## src/rtl/rxf_pkg.sv

```systemverilog
package rxf_pkg;

   typedef enum logic [1:0] {
      AM_NONE       = 2'b00,
      AM_NODE_BC    = 2'b01,
      AM_NODE_BC_MC = 2'b10,
      AM_ALL        = 2'b11
   } am_mode_e;

   // Bit order matches register bits 5:0
   typedef struct packed {
      logic     keep_bad;
      logic     addr_short;
      logic     short_en;
      logic     rr_en;
      am_mode_e am;
   } mode_cfg_t;

   localparam int CFG_W      = $bits(mode_cfg_t);
   localparam int REG_W      = 8;
   localparam int EMPTY_BIT  = 6;
   localparam int TEST_BIT   = 7;

endpackage

```

## src/rtl/rxf_mode_reg.sv

```systemverilog
module rxf_mode_reg
   import rxf_pkg::*;
(
   input  logic              clk,
   input  logic              rst_n,
   input  logic              wr_en,
   input  logic [REG_W-1:0]  wdata,
   input  logic              buf_empty,
   output logic [REG_W-1:0]  rdata,
   output mode_cfg_t         cfg
);

   localparam mode_cfg_t CFG_RST = '{keep_bad: 1'b0, addr_short: 1'b0,
                                     short_en: 1'b0, rr_en: 1'b0,
                                     am: AM_NODE_BC};

   always_ff @(posedge clk or negedge rst_n) begin
      if (!rst_n)
         cfg <= CFG_RST;
      else if (wr_en)
         cfg <= mode_cfg_t'(wdata[CFG_W-1:0]);
   end

   // Test bit reads zero; empty bit is live status
   always_comb begin
      rdata                = '0;
      rdata[CFG_W-1:0]     = cfg;
      rdata[EMPTY_BIT]     = buf_empty;
      rdata[TEST_BIT]      = 1'b0;
   end

   p_cfg_hold_r2: assert property (@(posedge clk) disable iff (!rst_n)
      !wr_en |=> $stable(cfg));

endmodule

```

## src/rtl/rxf_frame_track.sv

```systemverilog
module rxf_frame_track #(
   parameter int DW       = 8,
   parameter int MAX_LEN  = 2048,
   parameter int TYPE_POS = 12,
   parameter int LEN_W    = $clog2(MAX_LEN + 1)
) (
   input  logic              clk,
   input  logic              rst_n,
   input  logic              rx_valid,
   input  logic [DW-1:0]     rx_data,
   input  logic              rx_eof,
   output logic [LEN_W-1:0]  len,
   output logic [2*DW-1:0]   type_field
);

   localparam logic [LEN_W-1:0] LEN_CAP  = LEN_W'(MAX_LEN);
   localparam logic [LEN_W-1:0] TYPE_HI  = LEN_W'(TYPE_POS);
   localparam logic [LEN_W-1:0] TYPE_LO  = LEN_W'(TYPE_POS + 1);

   always_ff @(posedge clk or negedge rst_n) begin
      if (!rst_n)
         len <= '0;
      else if (rx_eof)
         len <= '0;
      else if (rx_valid && len != LEN_CAP)
         len <= len + 1'b1;
   end

   always_ff @(posedge clk or negedge rst_n) begin
      if (!rst_n)
         type_field <= '0;
      else if (rx_valid && len == TYPE_HI)
         type_field[2*DW-1:DW] <= rx_data;
      else if (rx_valid && len == TYPE_LO)
         type_field[DW-1:0] <= rx_data;
   end

   p_len_capped_r8: assert property (@(posedge clk) disable iff (!rst_n)
      len <= LEN_CAP);

endmodule

```

## src/rtl/rxf_addr_match.sv

```systemverilog
module rxf_addr_match
   import rxf_pkg::*;
#(
   parameter int DW        = 8,
   parameter int MAC_BYTES = 6,
   parameter int CMP_SHORT = 5,
   parameter int LEN_W     = 12
) (
   input  logic                    clk,
   input  logic                    rst_n,
   input  logic                    rx_valid,
   input  logic [DW-1:0]           rx_data,
   input  logic                    rx_eof,
   input  logic [LEN_W-1:0]        len,
   input  logic [MAC_BYTES*DW-1:0] node_id,
   input  logic                    addr_short,
   input  am_mode_e                am,
   output logic                    addr_hit
);

   logic [MAC_BYTES-1:0] byte_mis;
   logic [MAC_BYTES-1:0] byte_ones;
   logic [MAC_BYTES-1:0] cmp_mask;
   logic                 group_bit;
   logic                 full_addr;
   logic                 node_hit;
   logic                 bcast_hit;
   logic                 mcast_hit;

   // One compare slot per destination byte; first wire byte is node_id MSB
   for (genvar i = 0; i < MAC_BYTES; i++) begin : g_byte
      localparam logic [LEN_W-1:0] IDX = LEN_W'(i);
      always_ff @(posedge clk or negedge rst_n) begin
         if (!rst_n) begin
            byte_mis[i]  <= 1'b0;
            byte_ones[i] <= 1'b0;
         end else if (rx_eof) begin
            byte_mis[i]  <= 1'b0;
            byte_ones[i] <= 1'b0;
         end else if (rx_valid && len == IDX) begin
            byte_mis[i]  <= (rx_data != node_id[(MAC_BYTES-1-i)*DW +: DW]);
            byte_ones[i] <= (rx_data == {DW{1'b1}});
         end
      end
      if (i < CMP_SHORT) begin : g_always
         assign cmp_mask[i] = 1'b1;
      end else begin : g_full_only
         assign cmp_mask[i] = !addr_short;
      end
   end

   always_ff @(posedge clk or negedge rst_n) begin
      if (!rst_n)
         group_bit <= 1'b0;
      else if (rx_eof)
         group_bit <= 1'b0;
      else if (rx_valid && len == '0)
         group_bit <= rx_data[0];
   end

   assign full_addr = (len >= LEN_W'(MAC_BYTES));
   assign node_hit  = full_addr && !(|(byte_mis & cmp_mask));
   assign bcast_hit = full_addr && (&byte_ones);
   assign mcast_hit = full_addr && group_bit;

   always_comb begin
      unique case (am)
         AM_NONE:       addr_hit = 1'b0;
         AM_NODE_BC:    addr_hit = node_hit || bcast_hit;
         AM_NODE_BC_MC: addr_hit = node_hit || bcast_hit || mcast_hit;
         default:       addr_hit = 1'b1;
      endcase
   end

   p_bcast_is_group_r7: assert property (@(posedge clk) disable iff (!rst_n)
      bcast_hit |-> group_bit);

endmodule

```

## src/rtl/rxf_buf_wr.sv

```systemverilog
module rxf_buf_wr #(
   parameter int DW      = 8,
   parameter int AW      = 10,
   parameter int MAX_LEN = 2048,
   parameter int LEN_W   = 12
) (
   input  logic              clk,
   input  logic              rst_n,
   input  logic              rx_valid,
   input  logic [DW-1:0]     rx_data,
   input  logic              rx_eof,
   input  logic [LEN_W-1:0]  len,
   input  logic              keep,
   input  logic [AW-1:0]     rd_ptr,
   output logic              wr_en,
   output logic [AW-1:0]     wr_addr,
   output logic [DW-1:0]     wr_data,
   output logic              empty
);

   localparam logic [LEN_W-1:0] LEN_CAP = LEN_W'(MAX_LEN);

   logic [AW-1:0] wr_ptr;
   logic [AW-1:0] commit_ptr;

   assign wr_en   = rx_valid && (len < LEN_CAP);
   assign wr_addr = wr_ptr;
   assign wr_data = rx_data;
   assign empty   = (commit_ptr == rd_ptr);

   always_ff @(posedge clk or negedge rst_n) begin
      if (!rst_n) begin
         wr_ptr     <= '0;
         commit_ptr <= '0;
      end else if (rx_eof) begin
         if (keep)
            commit_ptr <= wr_ptr;
         else
            wr_ptr     <= commit_ptr;
      end else if (wr_en) begin
         wr_ptr <= wr_ptr + 1'b1;
      end
   end

   p_commit_only_eof_r3: assert property (@(posedge clk) disable iff (!rst_n)
      !rx_eof |=> $stable(commit_ptr));

   p_wr_bounded_r8: assert property (@(posedge clk) disable iff (!rst_n)
      wr_en |-> (len < LEN_CAP));

   p_eof_aligned_r4: assert property (@(posedge clk) disable iff (!rst_n)
      rx_eof |=> (wr_ptr == commit_ptr));

endmodule

```

## src/rtl/rx_accept_filter.sv

```systemverilog
module rx_accept_filter
   import rxf_pkg::*;
#(
   parameter int          DW        = 8,
   parameter int          BUF_AW    = 10,
   parameter int          MAC_BYTES = 6,
   parameter int          CMP_SHORT = 5,
   parameter int          MAX_LEN   = 2048,
   parameter int          MIN_LONG  = 60,
   parameter int          MIN_SHORT = 6,
   parameter int          TYPE_POS  = 12,
   parameter logic [15:0] RR_TYPE   = 16'h0900
) (
   input  logic                    clk,
   input  logic                    rst_n,
   input  logic                    reg_wr_en,
   input  logic [7:0]              reg_wdata,
   output logic [7:0]              reg_rdata,
   input  logic [47:0]             node_id,
   input  logic                    rx_valid,
   input  logic [7:0]              rx_data,
   input  logic                    rx_eof,
   input  logic                    rx_err_short,
   input  logic                    rx_err_align,
   input  logic                    rx_err_crc,
   input  logic [BUF_AW-1:0]       buf_rd_ptr,
   output logic                    buf_wr_en,
   output logic [BUF_AW-1:0]       buf_wr_addr,
   output logic [7:0]              buf_wr_data,
   output logic                    frame_accept,
   output logic                    frame_reject,
   output logic                    remote_reset_req
);

   localparam int LEN_W = $clog2(MAX_LEN + 1);

   // Elaboration-time parameter checks
   if (DW != 8) begin : g_chk_dw
      $error("rx_accept_filter: DW must be 8");
   end
   if (MAC_BYTES * DW != 48) begin : g_chk_mac
      $error("rx_accept_filter: node address must be 48 bits");
   end
   if (CMP_SHORT < 1 || CMP_SHORT >= MAC_BYTES) begin : g_chk_cmp
      $error("rx_accept_filter: CMP_SHORT out of range");
   end
   if (MIN_SHORT >= MIN_LONG || MIN_LONG >= MAX_LEN) begin : g_chk_len
      $error("rx_accept_filter: length bounds inconsistent");
   end
   if (TYPE_POS + 2 > MAX_LEN) begin : g_chk_type
      $error("rx_accept_filter: TYPE_POS beyond frame limit");
   end

   mode_cfg_t          cfg;
   logic               buf_empty;
   logic [LEN_W-1:0]   len;
   logic [15:0]        type_field;
   logic               addr_hit;
   logic               any_err;
   logic               lo_ok;
   logic               hi_ok;
   logic               err_ok;
   logic               keep;
   logic               rr_hit;
   logic [LEN_W-1:0]   min_len;

   rxf_mode_reg u_mode (
      .clk       (clk),
      .rst_n     (rst_n),
      .wr_en     (reg_wr_en),
      .wdata     (reg_wdata),
      .buf_empty (buf_empty),
      .rdata     (reg_rdata),
      .cfg       (cfg)
   );

   rxf_frame_track #(
      .DW       (DW),
      .MAX_LEN  (MAX_LEN),
      .TYPE_POS (TYPE_POS),
      .LEN_W    (LEN_W)
   ) u_track (
      .clk        (clk),
      .rst_n      (rst_n),
      .rx_valid   (rx_valid),
      .rx_data    (rx_data),
      .rx_eof     (rx_eof),
      .len        (len),
      .type_field (type_field)
   );

   rxf_addr_match #(
      .DW        (DW),
      .MAC_BYTES (MAC_BYTES),
      .CMP_SHORT (CMP_SHORT),
      .LEN_W     (LEN_W)
   ) u_match (
      .clk        (clk),
      .rst_n      (rst_n),
      .rx_valid   (rx_valid),
      .rx_data    (rx_data),
      .rx_eof     (rx_eof),
      .len        (len),
      .node_id    (node_id),
      .addr_short (cfg.addr_short),
      .am         (cfg.am),
      .addr_hit   (addr_hit)
   );

   rxf_buf_wr #(
      .DW      (DW),
      .AW      (BUF_AW),
      .MAX_LEN (MAX_LEN),
      .LEN_W   (LEN_W)
   ) u_buf (
      .clk      (clk),
      .rst_n    (rst_n),
      .rx_valid (rx_valid),
      .rx_data  (rx_data),
      .rx_eof   (rx_eof),
      .len      (len),
      .keep     (keep),
      .rd_ptr   (buf_rd_ptr),
      .wr_en    (buf_wr_en),
      .wr_addr  (buf_wr_addr),
      .wr_data  (buf_wr_data),
      .empty    (buf_empty)
   );

   // End-of-frame verdict
   assign any_err = rx_err_short || rx_err_align || rx_err_crc;
   assign min_len = cfg.short_en ? LEN_W'(MIN_SHORT) : LEN_W'(MIN_LONG);
   assign lo_ok   = cfg.keep_bad ? (len != '0) : (len > min_len);
   assign hi_ok   = (len < LEN_W'(MAX_LEN));
   assign err_ok  = cfg.keep_bad || !any_err;
   assign keep    = addr_hit && lo_ok && hi_ok && err_ok;
   assign rr_hit  = cfg.rr_en && (len >= LEN_W'(TYPE_POS + 2))
                    && (type_field == RR_TYPE);

   always_ff @(posedge clk or negedge rst_n) begin
      if (!rst_n) begin
         frame_accept     <= 1'b0;
         frame_reject     <= 1'b0;
         remote_reset_req <= 1'b0;
      end else begin
         frame_accept     <= rx_eof && keep;
         frame_reject     <= rx_eof && !keep;
         remote_reset_req <= rx_eof && keep && rr_hit;
      end
   end

   p_one_verdict_r11: assert property (@(posedge clk) disable iff (!rst_n)
      $onehot0({frame_accept, frame_reject}));

   p_verdict_after_eof_r11: assert property (@(posedge clk) disable iff (!rst_n)
      (frame_accept || frame_reject) |-> $past(rx_eof));

   p_rr_with_accept_r10: assert property (@(posedge clk) disable iff (!rst_n)
      remote_reset_req |-> frame_accept);

   p_eof_no_data_r4: assert property (@(posedge clk) disable iff (!rst_n)
      rx_eof |-> !rx_valid);

   p_test_bit_low_r2: assert property (@(posedge clk) disable iff (!rst_n)
      reg_wr_en && reg_wdata[7] |=> !reg_rdata[7]);

endmodule

```

## config.mk

```make
export PLATFORM = sky130hd
export DESIGN_NAME = rx_accept_filter
export DESIGN_NICKNAME = d
export VERILOG_FILES = /design/src/rtl/rxf_pkg.sv /design/src/rtl/rxf_mode_reg.sv /design/src/rtl/rxf_frame_track.sv /design/src/rtl/rxf_addr_match.sv /design/src/rtl/rxf_buf_wr.sv /design/src/rtl/rx_accept_filter.sv
export SDC_FILE = /design/constraint.sdc
export NUM_CORES = 1
export LEC_CHECK = 0
export ABC_AREA = 1
export BUFFER_PORTS_ARGS = -buffer_cell sky130_fd_sc_hd__buf_2
export CAP_MARGIN = 30
export CORE_UTILIZATION = 35
export CTS_CLUSTER_SIZE = 12
export DETAILED_ROUTE_END_ITERATION = 8
export PLACE_DENSITY_LB_ADDON = 0.08
export SETUP_SLACK_MARGIN = 0.3
export SYNTH_ARGS = -nofsm -noshare
export SYNTH_HDL_FRONTEND = slang
export SYNTH_HIERARCHICAL = 1
export SYNTH_SLANG_ARGS = --single-unit
```

## constraint.sdc

```tcl
create_clock -name clk -period 5.7 [get_ports clk]
set_input_delay 1.14 -clock clk [delete_from_list [all_inputs] [get_ports clk]]
set_output_delay 1.14 -clock clk [all_outputs]
set_load 0.01 [all_outputs]
```

==> Word-level counts from Yosys, hierarchy flattened <==
Index checks and enable logic that the tools add are counted.
{ "totals": {"reg_bits": 70, "wordCells": 131, "out_inout_bits": 30, "in_bits": 82} }
{ "classes": {"magnitude_cmp": 4, "n_eq_ne": 19, "n_reduce_logical": 44, "bitwise": 2, "add_sub_neg": 2, "mux": 34} }
{ "ops": {"columns": ["cell", "n"], "rows": [
  ["$ne A8 B8 Y1", 6],
  ["$mux W10", 3],
  ["$mux W1", 27],
  ["$eq A12 B2 Y1 const B", 2],
  ["$eq A12 B3 Y1 const B", 2],
  ["$eq A12 B4 Y1 const B", 2],
  ["$mux W12", 2],
  ["$logic_and A1 B1 Y1", 21],
  ["$eq A16 B12 Y1 const B", 1],
  ["$reduce_bool A2 Y1", 8],
  ["$add A12 B1 Y12 const B", 1],
  ["$eq A12 B1 Y1 const B", 1],
  ["$ge A12 B3 Y1 const B", 1],
  ["$ge A12 B4 Y1 const B", 1],
  ["$gt A12 B6 Y1", 1],
  ["$logic_not A12 Y1", 1],
  ["$lt A12 B12 Y1 const B", 1],
  ["$ne A12 B12 Y1 const B", 1],
  ["$reduce_bool A12 Y1", 1],
  ["$add A10 B1 Y10 const B", 1],
  ["$eq A10 B10 Y1", 1],
  ["$eq A8 B8 Y1 const B", 1],
  ["$and A6 B6 Y6", 1],
  ["$mux W6", 1],
  ["other kinds (10)", 17]
]} }

==> Longest topological paths before layout <==
Gate-level depths: netlist (run 1).
{ "depth": {"word_depth": 13, "depth_mapped": 18, "mapped_depth_nobuf": 17} }

==> Modules after synthesis <==
Netlist (run 1), hierarchy kept.
{ "modules_own_cells": {"columns": ["module", "n_inst", "area_per_inst_um2", "seq_area_each_um2", "cells_per_inst"], "rows": [
  ["rxf_frame_track", 1, 1554.0, 700.7, 187],
  ["rxf_addr_match", 1, 1477.7, 325.3, 233],
  ["rxf_buf_wr", 1, 1348.8, 500.5, 173],
  ["rx_accept_filter", 1, 416.6, 75.1, 57],
  ["rxf_mode_reg", 1, 286.5, 151.4, 34]
]} }

==> Least setup slack after synthesis (run 1) <==
Ideal clock, no wire load.
{ "synth_path": {"kind": "in2out", "start": "input buf_rd_ptr[1]", "end": "output reg_rdata[6]", "stages": 5, "path_buffers": 1, "t_arrival_ps": 1731, "path_slack_ps": 2829, "required_ps": 4560, "cell_sequence": "or2_0 a21oi_1 nand3_1 nor2_1 buf_4"} }
{ "synth_via": {"elab_chain_len": 1} }
{ "synth_lines": {"columns": ["item", "line_no", "text"], "rows": [
  ["start: declaration", "rx_accept_filter.sv:26", "input logic [BUF_AW-1:0] buf_rd_ptr,"],
  ["$eq A10 B10 Y1", "rxf_buf_wr.sv:29", "assign empty = (commit_ptr == rd_ptr);"],
  ["end: declaration", "rx_accept_filter.sv:18", "output logic [7:0] reg_rdata,"]
]} }
Every way passes these cells.

==> Worst setup path in the final report (run 1) <==
Ends and elaborated chain as after synthesis.

==> flow_summary.toml, run 1 <==
[placed_design]
numPortBuffers = 108
gp_congestion = 0.783
dp_hpwl_microns = 9280

[timing]
setup_tns_ns = 0
rsz0062_at_grt = "false"
fin_crit_sh = 0.549
worst_clock_skew_ns = 0.00516
worst_pin_slew_ns = 0.590
finalSetupViolCount = 0
min_period_ns = 3.13
hold_violations = 0
max_freq_mhz = 320
relSlewSlack = 0.607
slew_violations = 0

[global_routing]
antenna_found_initial = 0
grt_pass1_vias = 4361
grt_pass1_wl_microns = 21300
overflow = 0
grtUsageTotal = 0.185
grt_max_degree = 71

[clocking]
post_cts_resized = 0
clk_latency_ns = 0.35
clock_path_buffers = 2
cts_buffers = 9
clock-root-buffer = "clkbuf_16"
cts-hold-fix-buffers = 0
numClockSinks = 70
cts_setup_buffers = 0
htreeDepth = 3
path_clk_slew_ns = 0.06
cts_tree = "done"

[die]
rows = 43
initial_core_util = 0.362
io_pins = 112
coreArea_sq_um = 14000
die-area_sq_um = 15000
die_h_microns = 123
die_w_microns = 123

[drt]
wl_per_cell_microns = 13.5
drc_errors = 0
ant_nets = 0
firstDrtPassIters = 4
viasPerCell = 4.69
vias = 4478
wirelength_microns = 12900
drt_iter0_drc = 218

[power_and_ir_drop]
power.density_nw_per_um2 = 266
power.leakage_nw = 3.06
ir_drop_mv = 0.149

[worst_setup_path]
regToRegStartpoint = "u_track/len[11]$_DFFE_PN0P_"
reg2reg_slack_ns = 3.27
rr_worst_depth = 17
cp-end-kind = "output pin"
critPathMaxFanout = 2
regToRegEndpoint = "u_buf/commit_ptr[1]$_DFFE_PN0P_"
start_kind = "input pin"
arrival_ns = 1.99
critPathKind = "input pin to output pin"
cp.required_ns = 4.56

[hold_path]
whs_endpoint = "u_mode/cfg[0]$_DFFE_PN1P_"
holdPathStages = 2
min-delay-start = "u_mode/cfg[0]$_DFFE_PN1P_"
hp-class = "flop to flop"

[logic_synthesis]
synth_area_sq_um = 5080
yosys_most_used_dff = "dfrtp_1"
synth_top_area_share = 0.340
async_flop_share = 1.00
synth_area_leader_cell = "dfrtp_1"
yosysWarningCount = 6
syn-num-nets = 774
syn_inst = 684
synth-seq-cells = 70
ys_top_cells_by_count = "180 x nand2_1, 69 x dfrtp_1, 69 x nor2_1"
syn_avg_cell_area_sq_um = 7.43
synth_most_common_cell = "nand2_1"
yosysUniqueCellTypes = 43
synthTopCellsByArea = "dfrtp_1 34%, nand2_1 13%, xnor2_1 8.6%"
synth-edff-count = 0
ys_seq_area_frac = 0.345

[status]
status = "finished clean"

[cells_and_area]
layout-drive-gt1-share = 0.265
syn2layout_area_growth_pct = 17.8
antenna_cells = 0
nNetsFinal = 859
post-route-util = 0.426

[job]
cap_viol_max_count = 0
[metal layers]
| layer | vias up | wire length [microns] | GRT usage |
|---|---|---|---|
| met3 | 9 | 634 | 0.0362 |
| met5 | - | 0 | 0 |
| li1 | 2337 | - | - |
| met1 | 2003 | 6250 | 0.241 |
| met2 | 129 | 5860 | 0.305 |
| met4 | 0 | 130 | 0.0640 |
[worst max-delay path, cell delays in order]
cell and delay (ns):
buf_2 0.10, or2_0 0.19, a21oi_1 0.18, nand3_1 0.15, nor2_1 0.10, buf_2 0.13
[where the power goes]
group / total, mW / leakage, nW / switching (mW) / internal (mW)
Sequential: 0.589 / 0.933 / 0.0510 / 0.538
Clock: 0.712 / 0.180 / 0.226 / 0.485
Combinational: 0.293 / 1.95 / 0.170 / 0.123
Total: 1.59 / 3.06 / 0.447 / 1.15
[placed cells by master, fill, tap and decap left out, types with 5 or more instances in the layout]
cell	n
nand3_2	8
a21oi_1	12
nor2_1	69
buf_2	108
nand3_1	44
dfrtp_1	69
o21ai_0	8
a21oi_2	6
o21ai_2	17
nand2_2	17
ha_1	8
nand4_1	20
inv_2	8
nor2_2	10
a31oi_1	5
o21ai_1	12
inv_1	65
nor3_1	8
nand2_1	180
clkbuf_16	9
xnor2_1	50
[kinds of logic (layout without fill, tap and decap cells)]
family,count (synthesis),count (layout),synth area share
buf+inv,111,201,0.110
fa+ha+maj,8,8,0.0197
xor+xnor,54,54,0.0930
flops,70,70,0.345
simple gates,372,372,0.339
compound gates,68,68,0.0930
other cells,1,1,0.000738
[final cells by class]
class / instances / area (sq um)
repair buffers: 110 / 576
inverters: 75 / 288
clock buffers: 11 / 243
multi-input cells: 503 / 2770
fillers: 1434 / 8060
clock inverters: 5 / 129
flip-flops and latches: 70 / 1750
well taps: 180 / 225
[state kept, by name, indices dropped and copies added, names as in the netlist]
register and flops:
u_buf/commit_ptr 10, remote_reset_req 1, u_match/byte_ones 6, u_track/len 12, u_mode/cfg 6, u_match/group_bit 1
frame_accept 1, u_match/byte_mis 6, u_track/type_field 16, frame_reject 1, u_buf/wr_addr 10
[metrics by stage]
stage | hold WS, ns | area [sq um] | std cells | total power [mW] | setup slack (ns)
3_3_place_gp | 0.466 | 5590 | 937 | 0.885 | 2.53
5_1_grt | 0.495 | 5990 | 954 | 1.68 | 2.47
6_report | 0.483 | 5990 | 954 | 1.59 | 2.57
2_1_floorplan | 0.446 | 5080 | 684 | 0.790 | 2.83
3_5_place_dp | 0.471 | 5590 | 937 | 0.892 | 2.55
4_1_cts | 0.482 | 5960 | 953 | 1.62 | 2.54
[worst max path at each step]
stage,from,to,slack [ns]
3_5_place_dp,buf_rd_ptr[1],reg_rdata[6],2.55
5_1_grt,buf_rd_ptr[1],reg_rdata[6],2.47
4_1_cts,buf_rd_ptr[1],reg_rdata[6],2.54
2_1_floorplan,buf_rd_ptr[1],reg_rdata[6],2.83
6_report,buf_rd_ptr[1],reg_rdata[6],2.57
3_3_place_gp,buf_rd_ptr[1],reg_rdata[6],2.53
(Power assumes the default switching activity.)
==> run 2: changes to the inputs <==
==> constraint.sdc (replaced) <==
create_clock -name clk -period 2.78 [get_ports clk]
set_input_delay 0.556 -clock clk [delete_from_list [all_inputs] [get_ports clk]]
set_output_delay 0.556 -clock clk [all_outputs]
set_load 0.01 [all_outputs]
==> run 2 against run 1 <==
Net effect: hold slack lost 0.20 ns; flip-flop and latch count did not move; critical endpoint is now u_buf/commit_ptr[1]$_DFFE_PN0P_; routed wire length is 0.41% lower; non-clock buffer count up 8; clock skew is 0.0036 ns higher; global-route usage shrank 0.24 points; count of clock-buffer cells in the layout is the same.
==> flow_summary.toml, run 2 (synthesis gave the netlist of run 1 again) <==
[status]
status = "finished clean"

[global_routing]
grt_pass1_vias = 4211
overflow = 0
grt_pass1_wl_microns = 21000
grt_max_degree = 42
busiest_layer = "met2"
grtUsageTotal = 0.183
grt_util_met3 = 0.0386
antenna_found_initial = 0
grt_util_met1 = 0.241
grt_use_met2 = 0.298

[timing]
fin_crit_sh = 0.815
max_freq_mhz = 441
min_period_ns = 2.27
setup_tns_ns = 0
worst_clock_skew_ns = 0.00874
finalSetupViolCount = 0
rsz0062_at_grt = "false"
slew_violations = 0
relSlewSlack = 0.497
hold_violations = 0
worst_pin_slew_ns = 0.754

[worst_setup_path]
start_kind = "flop"
cp.required_ns = 3.00
critPathMaxFanout = 18
critPathKind = "flop to flop"
rr_worst_depth = 17
regToRegStartpoint = "u_track/len[7]$_DFFE_PN0P_"
cp-end-kind = "flop"
crit_end = "u_buf/commit_ptr[1]$_DFFE_PN0P_"
arrival_ns = 2.48
regToRegEndpoint = "u_buf/commit_ptr[1]$_DFFE_PN0P_"
cp-startpoint = "u_track/len[7]$_DFFE_PN0P_"
reg2reg_slack_ns = 0.51

[die]
io_pins = 112
coreArea_sq_um = 14000
die_h_microns = 123
die-area_sq_um = 15000
initial_core_util = 0.362
rows = 43
die_w_microns = 123

[drt]
firstDrtPassIters = 4
wl_per_cell_microns = 13.3
viasPerCell = 4.74
drt_iter0_drc = 238
ant_nets = 0
wirelength_microns = 12800
drc_errors = 0
vias = 4557

[clocking]
clk_latency_ns = 0.34
cts_buffers = 9
htreeDepth = 3
numClockSinks = 70
cts-hold-fix-buffers = 0
path_clk_slew_ns = 0.06
clock_path_buffers = 2
cts_tree = "done"
clock-root-buffer = "clkbuf_16"

[cells_and_area]
postLayoutCellArea_sq_um = 6010
nNetsFinal = 867
post-route-util = 0.428
syn2layout_area_growth_pct = 18.2
largest_reg_flops = 16
final_common_cell = "nand2_1"
nFillCells = 1446
layout_common_cells = "180 x nand2_1, 108 x buf_2, 69 x nor2_1"
largest_register = "u_track/type_field"
biggestRegsByFlops = "u_track/type_field x16, u_track/len x12"
layout-drive-gt1-share = 0.274
antenna_cells = 0

[hold_path]
hp-class = "input pin to asynchronous set/reset pin"

[placed_design]
placed_area_sq_um = 5660
gp_congestion = 0.839
dp_hpwl_microns = 9530
numPortBuffers = 108

[power_and_ir_drop]
power.density_nw_per_um2 = 521
total_power_mw = 3.13
power.leakage_nw = 3.08
ir_drop_mv = 0.264

[job]
cap_viol_max_count = 0
-- run 2: routing by layer --
metal	wire length, microns	vias to the layer above
met4	164	0
met5	0	-
met2	5850	122
met1	6180	2077
met3	623	11
li1	-	2347
-- run 2: worst min-delay path by stage --
stage                                      startpoint  slack (ns)                           endpoint  cells past startpoint
CTS                                             rst_n        0.30         u_track/len[8]$_DFFE_PN0P_                      1
finish                                          rst_n        0.28         u_track/len[8]$_DFFE_PN0P_                      1
floorplan                                       rst_n        0.26             frame_accept$_DFF_PN0_                      0
global route                                    rst_n        0.33        u_track/len[10]$_DFFE_PN0P_                      1
detailed placement  u_track/type_field[8]$_DFFE_PN0P_        0.46  u_track/type_field[8]$_DFFE_PN0P_                      2
global placement    u_track/type_field[1]$_DFFE_PN0P_        0.46  u_track/type_field[1]$_DFFE_PN0P_                      2
-- run 2: report_power, final --
group	leakage, nW	total, mW	internal, mW	switching (mW)
Combinational	1.98	0.606	0.254	0.352
Sequential	0.930	1.21	1.10	0.103
Clock	0.166	1.32	0.894	0.426
-- run 2: layout make-up --
class	count	area (sq um)	area share
clock buffer	11	243	0.0404
clock inverter	4	95.1	0.0158
inverter	75	290	0.0483
multi-input combinational	503	2770	0.461
sequential	70	1760	0.292
tap	180	225	0.0375
timing repair buffer	118	628	0.104
-- run 2: repair_timing --
action,in CTS,in global routing
gates resized for setup,0,4
buffers inserted,0,1
setup endpoints to repair,0,20
-- run 2: critical path, cell delays in order, from the launching register on --
cell	delay [ns]
dfrtp_1	0.46
nor2_1	0.10
nand2_1	0.12
nor2_4	0.06
nand2_1	0.07
nand2_1	0.05
nand2_1	0.05
nand2_1	0.04
nand2_1	0.05
nand2_1	0.05
a31oi_1	0.25
nand2_1	0.15
inv_4	0.22
inv_1	0.13
o21ai_1	0.13
a21oi_1	0.05
inv_1	0.07
o21ai_0	0.08
-- run 2: per-stage QoR --
step	setup WS (ns)	std cells	hold slack (ns)
floorplan	0.748	684	0.260
global placement	0.441	945	0.465
detailed placement	0.400	945	0.464
CTS	0.353	960	0.304
global route	0.300	961	0.330
finish	0.514	961	0.284
